`src/rtl/wbus_pkg.sv`:
```
package wbus_pkg;

  // Cycle kind: bit 1 picks the I/O space, bit 0 marks a write.
  typedef enum logic [1:0] {
    KIND_MRD = 2'b00,
    KIND_MWR = 2'b01,
    KIND_IRD = 2'b10,
    KIND_IWR = 2'b11
  } kind_e;

  typedef enum logic [1:0] {
    PH_IDLE = 2'b00,
    PH_ADDR = 2'b01,
    PH_DATA = 2'b10
  } phase_e;

  function automatic logic kind_is_io(kind_e k);
    return k[1];
  endfunction

  function automatic logic kind_is_wr(kind_e k);
    return k[0];
  endfunction

endpackage

```
`src/rtl/wbus_clk_div.sv`:
```
module wbus_clk_div #(
  parameter int DIV = 3
) (
  input  logic clk,
  input  logic rst_n,
  output logic tick
);
  localparam int CW = (DIV > 2) ? $clog2(DIV) : 1;
  localparam logic [CW-1:0] LAST = CW'(DIV - 1);

  logic [CW-1:0] cnt_q, cnt_d;

  assign tick = (cnt_q == LAST);

  always_comb begin
    if (tick) cnt_d = '0;
    else      cnt_d = cnt_q + CW'(1);
  end

  always_ff @(posedge clk or negedge rst_n) begin
    if (!rst_n) cnt_q <= '0;
    else        cnt_q <= cnt_d;
  end
endmodule

```
`src/rtl/wbus_cycle_fsm.sv`:
```
module wbus_cycle_fsm
  import wbus_pkg::*;
#(
  parameter int ADDR_W = 16
) (
  input  logic              clk,
  input  logic              rst_n,
  input  logic              tick,
  input  logic              req_valid,
  input  kind_e             req_kind,
  input  logic [ADDR_W-1:0] req_addr,
  output logic              accept,
  output phase_e            phase,
  output kind_e             lat_kind,
  output logic [ADDR_W-1:0] lat_addr
);
  phase_e ph_q, ph_d;
  logic   can_take;

  // A new transfer may start from idle or straight after a data phase.
  assign can_take = (ph_q != PH_ADDR);
  assign accept   = tick && req_valid && can_take;
  assign phase    = ph_q;

  always_comb begin
    ph_d = ph_q;
    if (tick) begin
      unique case (ph_q)
        PH_ADDR: ph_d = PH_DATA;
        default: ph_d = req_valid ? PH_ADDR : PH_IDLE;
      endcase
    end
  end

  always_ff @(posedge clk or negedge rst_n) begin
    if (!rst_n) ph_q <= PH_IDLE;
    else        ph_q <= ph_d;
  end

  always_ff @(posedge clk or negedge rst_n) begin
    if (!rst_n) begin
      lat_kind <= KIND_MRD;
      lat_addr <= '0;
    end else if (accept) begin
      lat_kind <= req_kind;
      lat_addr <= req_addr;
    end
  end
endmodule

```
`src/rtl/wbus_addr_decode.sv`:
```
module wbus_addr_decode
  import wbus_pkg::*;
#(
  parameter int ADDR_W  = 16,
  parameter int CHIP_AW = 11,
  parameter int LANES   = 2
) (
  input  phase_e             phase,
  input  kind_e              lat_kind,
  input  logic [ADDR_W-1:0]  lat_addr,
  output logic [CHIP_AW-1:0] bus_addr,
  output logic [LANES-1:0]   rom_cs_n,
  output logic [LANES-1:0]   ram_cs_n,
  output logic               mem_req,
  output logic               io_req,
  output logic               mem_rd,
  output logic               mem_wr,
  output logic               io_rd,
  output logic               io_wr,
  output logic               dec_err,
  output logic               cpu_drive
);
  localparam int HI_W = ADDR_W - CHIP_AW;

  logic [HI_W-1:0] hi;
  logic in_data, is_io, is_wr, rom_hit, ram_hit, bad, go, rom_sel, ram_sel;

  assign hi      = lat_addr[ADDR_W-1:CHIP_AW];
  assign rom_hit = (hi == HI_W'(0));
  assign ram_hit = (hi == HI_W'(1));
  assign in_data = (phase == PH_DATA);
  assign is_io   = kind_is_io(lat_kind);
  assign is_wr   = kind_is_wr(lat_kind);

  // Full decode: unmapped addresses and writes to read-only space are rejected.
  assign bad = !is_io && (!(rom_hit || ram_hit) || (rom_hit && is_wr));
  assign go  = in_data && !bad;

  assign mem_req   = in_data && !is_io;
  assign io_req    = in_data && is_io;
  assign mem_rd    = go && !is_io && !is_wr;
  assign mem_wr    = go && !is_io && is_wr;
  assign io_rd     = go && is_io && !is_wr;
  assign io_wr     = go && is_io && is_wr;
  assign dec_err   = in_data && bad;
  assign cpu_drive = go && is_wr;

  assign rom_sel = go && !is_io && rom_hit;
  assign ram_sel = go && !is_io && ram_hit;

  assign bus_addr = (phase != PH_IDLE) ? lat_addr[CHIP_AW-1:0] : '0;

  for (genvar g = 0; g < LANES; g++) begin : g_lane
    assign rom_cs_n[g] = ~rom_sel;
    assign ram_cs_n[g] = ~ram_sel;
  end
endmodule

```
`src/rtl/wbus_ctrl.sv`:
```
module wbus_ctrl
  import wbus_pkg::*;
#(
  parameter int ADDR_W  = 16,
  parameter int CHIP_AW = 11,
  parameter int LANES   = 2,
  parameter int DIV     = 3
) (
  input  logic               clk,
  input  logic               rst_n,
  input  logic               req_valid,
  input  logic [1:0]         req_kind,
  input  logic [ADDR_W-1:0]  req_addr,
  output logic               req_accept,
  output logic               clk_en,
  output logic               addr_phase,
  output logic               data_phase,
  output logic [CHIP_AW-1:0] bus_addr,
  output logic [LANES-1:0]   rom_cs_n,
  output logic [LANES-1:0]   ram_cs_n,
  output logic               mem_req,
  output logic               io_req,
  output logic               mem_rd,
  output logic               mem_wr,
  output logic               io_rd,
  output logic               io_wr,
  output logic               dec_err,
  output logic               cpu_drive
);
  phase_e            phase;
  kind_e             lat_kind;
  logic [ADDR_W-1:0] lat_addr;

  wbus_clk_div #(.DIV(DIV)) u_div (
    .clk   (clk),
    .rst_n (rst_n),
    .tick  (clk_en)
  );

  wbus_cycle_fsm #(.ADDR_W(ADDR_W)) u_fsm (
    .clk       (clk),
    .rst_n     (rst_n),
    .tick      (clk_en),
    .req_valid (req_valid),
    .req_kind  (kind_e'(req_kind)),
    .req_addr  (req_addr),
    .accept    (req_accept),
    .phase     (phase),
    .lat_kind  (lat_kind),
    .lat_addr  (lat_addr)
  );

  wbus_addr_decode #(.ADDR_W(ADDR_W), .CHIP_AW(CHIP_AW), .LANES(LANES)) u_dec (
    .phase     (phase),
    .lat_kind  (lat_kind),
    .lat_addr  (lat_addr),
    .bus_addr  (bus_addr),
    .rom_cs_n  (rom_cs_n),
    .ram_cs_n  (ram_cs_n),
    .mem_req   (mem_req),
    .io_req    (io_req),
    .mem_rd    (mem_rd),
    .mem_wr    (mem_wr),
    .io_rd     (io_rd),
    .io_wr     (io_wr),
    .dec_err   (dec_err),
    .cpu_drive (cpu_drive)
  );

  assign addr_phase = (phase == PH_ADDR);
  assign data_phase = (phase == PH_DATA);
endmodule

```
`config.mk`:
```
export PLATFORM = sky130hd
export DESIGN_NAME = wbus_ctrl
export DESIGN_NICKNAME = d
export VERILOG_FILES = /design/src/rtl/wbus_pkg.sv /design/src/rtl/wbus_clk_div.sv /design/src/rtl/wbus_cycle_fsm.sv /design/src/rtl/wbus_addr_decode.sv /design/src/rtl/wbus_ctrl.sv
export SDC_FILE = /design/constraint.sdc
export NUM_CORES = 1
export LEC_CHECK = 0
export BUFFER_PORTS_ARGS = -buffer_cell sky130_fd_sc_hd__buf_2
export CORE_AREA = 5 5 52 63
export DETAILED_ROUTE_END_ITERATION = 6
export DIE_AREA = 0 0 57 68
export GPL_TIMING_DRIVEN = 0
export HOLD_SLACK_MARGIN = 0.05
export PLACE_DENSITY = 0.73
export SYNTH_ARGS = -nofsm -noshare
export SYNTH_HDL_FRONTEND = slang
export SYNTH_SLANG_ARGS = --single-unit
```
`constraint.sdc`:
```
create_clock -name clk -period 1.5 [get_ports clk]
set_clock_uncertainty 0.05 [all_clocks]
set_input_delay 0.075 -clock clk [delete_from_list [all_inputs] [get_ports clk]]
set_output_delay 0.075 -clock clk [all_outputs]
set_load 0.03 [all_outputs]
```
==> results of run 1 <==
==> synthesized netlist by cell type <==
master    count
and3_1        2
nand3_1       1
and2_1        2
nor2b_1      13
nor4_2        1
inv_2         1
nand2_1       3
nor3b_2       1
a21oi_1       1
o21ai_0       2
buf_6         2
buf_4         2
inv_1         2
nand2b_1      1
clkbuf_1      1
dfrtp_1      22
a21o_1        1
and3_4        1
nand2b_4      1
mux2_4       18
nor2_1        5
or3_1         1
==> metal layers <==
metal	GRT usage [%]	routed length (um)	vias up
met5	0	0	-
met4	4.35	39	0
met3	2.26	218	4
met2	28.4	1700	36
met1	16.2	1110	445
li1	-	-	438
==> timing repair <==
item / in CTS / in global routing
hold buffers: 19 / 0
pin swaps: 7 / 5
resized for setup: 25 / 63
setup endpoints to repair: 19 / 37
endpoints found under the hold margin: 40 / 0
setup buffers: 7 / 4
cloned: 1 / 1
==> stage by stage <==
| step | cell area (um^2) | worst slack [ns] | utilization (%) | hold slack (ns) |
|---|---|---|---|---|
| final | 2020 | -0.390 | 75.4 | 0.220 |
| after global routing | 2020 | -0.480 | 75.4 | 0.258 |
| after CTS | 1800 | -0.351 | 67.1 | 0.207 |
| after detailed placement | 1410 | -0.263 | 52.6 | 0.0172 |
| after global placement | 1410 | -0.213 | 52.6 | 0.00301 |
| after floorplan | 1130 | -0.164 | - | -0.271 |
==> power groups by stage <==
stage	Combinational (W)	Sequential, W	Clock, W
2_1_floorplan	0.000324	0.000739	0
3_3_place_gp	0.000431	0.000754	0
3_5_place_dp	0.000439	0.000757	0
4_1_cts	0.000516	0.000758	0.000333
5_1_grt	0.000715	0.000776	0.000361
6_report	0.000677	0.000765	0.000327
==> sequential cells by signal (all words and copies together) (netlist names) <==
signal,cells
u_fsm.phase,2
u_div.cnt_q,2
u_fsm.lat_addr,16
u_fsm.lat_kind,2
==> cell type report <==
class | count | area share [%]
flip-flops and latches | 22 | 27.4
plain buffers | 5 | 3.65
multi-input cells | 54 | 30.8
well taps | 34 | 2.10
clock buffers | 4 | 1.79
inverters | 3 | 0.681
repair buffers | 77 | 33.7
==> how the worst max path moves through the flow <==
stage,start,end,slack (ns),cells past startpoint
floorplan,u_fsm.lat_kind[1]$_DFFE_PN0P_,rom_cs_n[1],-0.16,4
global placement,u_fsm.lat_addr[12]$_DFFE_PN0P_,rom_cs_n[1],-0.21,5
detailed placement,u_fsm.lat_addr[12]$_DFFE_PN0P_,rom_cs_n[1],-0.26,5
CTS,u_fsm.lat_addr[15]$_DFFE_PN0P_,rom_cs_n[1],-0.35,5
global route,u_fsm.lat_addr[12]$_DFFE_PN0P_,rom_cs_n[1],-0.48,5
finish,u_fsm.lat_addr[12]$_DFFE_PN0P_,rom_cs_n[1],-0.39,5
==> kinds of logic after synthesis <==
group | synth area share (%)
multiplexers | 24.6
buffers and inverters | 4.78
AND/OR/NAND/NOR | 18.5
AO/OA/AOI/OAI | 2.05
flip-flops | 50.1
==> results.yml, run 1 <==
sta:
  tightest_slew_ns: 0.495
  post-route-min-period_ns: 1.89
  final.setup.worst_slack_ns: -0.390
  hold_violations: 0
  slew_violations: 0
  fmax_mhz: 529
  report.final.setup_viol: 23
  slew_headroom_pct: 67.0
  fin_crit_sh_pct: 126
  unrepaired_setup_endpoints_after_global_routing: "true"
  totalNegativeSetupSlack_ns: -2.80
die:
  die_y_um: 68
  start_util_pct: 41.0
  design.die.area_um2: 3880
  die-width_um: 57
  io-pin-count: 48
  core_area_um2: 2680
  row_count: 21
worst_setup_path:
  timing.critical_path.max_delay_family: "simple AND/OR/NAND/NOR gates"
  reg2reg_path_depth: 6
  criticalPathCategory: "flip-flop to output pin"
  r2r-end: "u_fsm.lat_addr[7]$_DFFE_PN0P_"
  critical_path_peak_fanout: 2
  critPathMaxStageDelay_ns: 0.44
  cp_cell_sequence: "nor4_4 -> nand2_1 -> or3_4 -> buf_6 -> buf_6"
  critical_path.n_buffers_inverters: 2
  crit_path_top_delay_cell: "dfrtp_1"
  worst_ep_arrival_time_ns: 1.76
  critical_path_required_ns: 1.37
  critical_path.reg2reg.startpoint: "u_fsm.phase[1]$_DFFE_PN0P_"
  critPathMostFrequentCell: "buf_6"
  setup.reg_to_reg.worst_slack_ns: -0.05
  critPathLaunchType: "flip-flop"
  end_kind: "output pin"
cells_and_area:
  highest_count_cells_in_the_layout_ignoring_fill_and_taps: "26 x buf_2, 21 x buf_6, 20 x dfrtp_1"
  instances_no_fill: 199
  syn_to_final_growth_pct: 83.8
  layout_cell_share_with_drive_strength_beyond_1_pct: 65.5
  fill_cells: 180
  antennaDiodeCount: 0
  multi_input_comb_area_um2: 622
  seqCellArea_um2: 553
  design.final.nets: 187
  final_common_cell: "buf_2"
global_routing:
  grt_antenna_before_repair: 0
  global_route.usage.total_pct: 14.6
  via_count_of_the_first_global_routing_pass: 974
  grt_first_pass_wirelength_um: 4380
  grt_max_degree: 23
  grt_overflow: 0
outcome:
  failed_checks: "negative setup slack"
  outcome: "finished with violations"
clock_tree:
  cts.htree.levels: 1
  cts.reportedPaths.clkPinSlew_ns: 0.12
  cts_inserted_buffers: 3
  clock_sinks: 22
  cts_tree: "yes"
  cts-root-to-sink-buffers: 2
  clk_latency_ns: 0.30
  clock_tree.root_cell: "clkbuf_4"
route:
  vias: 923
  postRouteWirelength_um: 3070
  pre_antenna_drt_iters: 4
  post_drt_via_cell_ratio: 4.64
  drt_iter0_markers: 9
  antenna_viol_nets_final: 0
  drt_drc_violations_left: 0
  routed_wire_length_per_instance_um: 15.4
pwr:
  clock_power_share_pct: 18.5
  combPwrFrac_pct: 38.3
  irDropWorstVdd_uv: 661
  design_power_total_w: 0.00177
  sequential_share_of_power_pct: 43.3
  p_int_w: 0.00122
  power_switching_w: 0.000551
  netSwitchingFraction_pct: 31.2
  power.density_nw_per_um2: 875
  power_leakage_nw: 0.991
yosys:
  yosysWarningCount: 0
  ys_seq_area_share_pct: 50.1
  biggest_area_contributors_in_the_synthesized_netlist: "dfrtp_1 50%, mux2_4 25%, nor2b_1 7.4%"
  netlist_instances: 84
  synth_top_area_cell: "dfrtp_1"
  post_synth_cell_types: 22
  mappedNetlistArea_um2: 1100
  synth.net_count: 105
  ys_seq_elements: 22
  yosys.area.top_type_share_pct: 50.1
  post_synth.cell_area_avg_um2: 13.1
place:
  dp_hpwl_um: 1720
  gp_congestion: 0.748
  placement.io_buffers: 47
  dp_cells: 165
flow_run:
  cap_violations: 0
hold_path:
  worst_hold_path_type: "input port to async pin"
No activity file was read; power rests on OpenSTA's default activity.
==> run 2, diff against run 1 <==
- CELL_PAD_IN_SITES_DETAIL_PLACEMENT: not set -> 0
- CELL_PAD_IN_SITES_GLOBAL_PLACEMENT: not set -> 1
- CORE_AREA: 5 5 52 63 -> 5 5 58 70
- DIE_AREA: 0 0 57 68 -> 0 0 63 75
- PLACE_DENSITY: 0.73 -> not set
- PLACE_DENSITY_LB_ADDON: not set -> 0.1
==> results.yml, run 2 (synthesis gave the netlist of run 1 again) <==
outcome:
  outcome: "finished with violations"
  failed_checks: "negative setup slack"
sta:
  tightest_slew_ns: 0.502
  post-route-min-period_ns: 1.78
  fmax_mhz: 560
  slew_headroom_pct: 66.5
  report.final.setup_viol: 9
  hold_ws_ns: 0.254
  fin_crit_sh_pct: 119
  slew_violations: 0
  unrepaired_setup_endpoints_after_global_routing: "true"
  hold_violations: 0
  final.setup.worst_slack_ns: -0.284
worst_setup_path:
  end_kind: "output pin"
  critPathLaunchType: "flip-flop"
  critPathMaxStageDelay_ns: 0.42
  timing.critical_path.max_delay_family: "simple AND/OR/NAND/NOR gates"
  criticalPathCategory: "flip-flop to output pin"
  worst_ep_arrival_time_ns: 1.66
  critical_path_peak_fanout: 2
  cp_cell_sequence: "nor4_4 -> nand2_1 -> or3_4 -> buf_6 -> buf_6"
  critical_path.n_buffers_inverters: 2
  crit_path_top_delay_cell: "dfrtp_1"
  critPathMostFrequentCell: "buf_6"
  critical_path_required_ns: 1.37
cells_and_area:
  design.final.nets: 182
  antennaDiodeCount: 0
  instances_no_fill: 197
  final_common_cell: "buf_2"
  layout_cell_share_with_drive_strength_beyond_1_pct: 56.9
  largest_register: "u_fsm.lat_addr"
  syn_to_final_growth_pct: 65.4
  highest_count_cells_in_the_layout_ignoring_fill_and_taps: "39 x buf_2, 21 x dfrtp_1, 19 x dlygate4sd3_1"
  flip_flop_count_of_the_largest_register_after_layout: 16
route:
  post_drt_via_cell_ratio: 4.40
  antenna_viol_nets_final: 0
  drt_iter0_markers: 36
  drt_drc_violations_left: 0
  postRouteWirelength_um: 2650
  routed_wire_length_per_instance_um: 13.4
  vias: 866
  pre_antenna_drt_iters: 4
die:
  die-width_um: 63
  die_y_um: 75
  core_area_um2: 3310
  design.die.area_um2: 4730
  start_util_pct: 33.2
  row_count: 23
  io-pin-count: 48
place:
  placement.setup.worst_slack_ns: -0.224
  dp_hpwl_um: 1790
  gp_congestion: 0.692
  dp_cells: 168
  placement.io_buffers: 47
hold_path:
  worst_hold_path_type: "input port to async pin"
global_routing:
  global_route.usage.total_pct: 11.3
  grt_first_pass_wirelength_um: 4170
  grt_antenna_before_repair: 0
  via_count_of_the_first_global_routing_pass: 924
  grt_max_degree: 23
  grt_overflow: 0
pwr:
  irDropWorstVdd_uv: 619
  power.density_nw_per_um2: 919
  design_power_total_w: 0.00167
  power_leakage_nw: 0.896
flow_run:
  cap_violations: 0
clock_tree:
  cts_tree: "yes"
  cts_inserted_buffers: 3
  cts.htree.levels: 1
  cts-root-to-sink-buffers: 2
  cts.reportedPaths.clkPinSlew_ns: 0.08
  clock_sinks: 22
  clk_latency_ns: 0.26
  clock_tree.root_cell: "clkbuf_8"
[run 2: cell types whose count changed in the layout (fill, tap and decap cells not counted), sizes merged]
cell,before,now
clkbuf,5,6
buf,62,56
[run 2: worst paths after layout]
kind                            depth (start not counted)                             end  slack [ns]                      startpoint
worst max register to register                          4  u_fsm.lat_addr[13]$_DFFE_PN0P_        0.01      u_fsm.phase[0]$_DFFE_PN0P_
max in group asynchronous                               2      u_fsm.phase[0]$_DFFE_PN0P_        0.78                           rst_n
worst max-delay path                                    5                     rom_cs_n[1]       -0.28  u_fsm.lat_addr[12]$_DFFE_PN0P_
min in group clk                                        4      u_fsm.phase[0]$_DFFE_PN0P_        0.37                       req_valid
worst min-delay path                                    2   u_fsm.lat_kind[1]$_DFFE_PN0P_        0.25                           rst_n
worst min register to register                          1        u_div.cnt_q[0]$_DFF_PN0_        0.39        u_div.cnt_q[0]$_DFF_PN0_
[run 2: repair_timing]
action	CTS	global route
resized for setup	21	4
hold buffers	19	0
pin swaps	5	4
endpoints found under the hold margin	40	0
setup endpoints to repair	19	30
cloned	0	2
buffers inserted	3	2
[run 2: stage by stage]
stage	util (%)	cell area [um^2]	TNS [ns]
3_3_place_gp	42.7	1410	-0.331
4_1_cts	52.9	1750	-1.19
3_5_place_dp	42.7	1410	-0.352
5_1_grt	55.0	1820	-1.98
6_report	55.0	1820	-1.09
2_1_floorplan	-	1130	-0.370
[run 2: power by group]
| part | switching (W) | internal, W |
|---|---|---|
| registers | 0.0000775 | 0.000679 |
| logic | 0.000237 | 0.000252 |
| clock network | 0.000192 | 0.000234 |
[run 2: final cells by class]
cell class              instances  area [um^2]
well taps                      37         46.3
flip-flops and latches         22          552
fillers                       297         1490
inverters                       3         13.8
clock buffers                   4         55.1
multi-input cells              54          534
repair buffers                 72          552
plain buffers                   5         66.3
[run 2: routing by layer]
metal  track usage, %  routed length (um)  up-vias  share of wire (%)
met5                0                   0        -                  0
met4             4.25                  19        0               0.72
met3             4.63                 212        2                8.0
li1                 -                   -      429                  -
met2             20.0                1310       36                 49
met1             12.1                1110      399                 42
[run 2: worst register-to-register path: cells and delay by family, from the launching register on]
kind / cells / cell delay [ns]
muxes: 1 / 0.29
DFF: 1 / 0.46
and+or+nand+nor: 2 / 0.40
buffers and inverters: 1 / 0.18
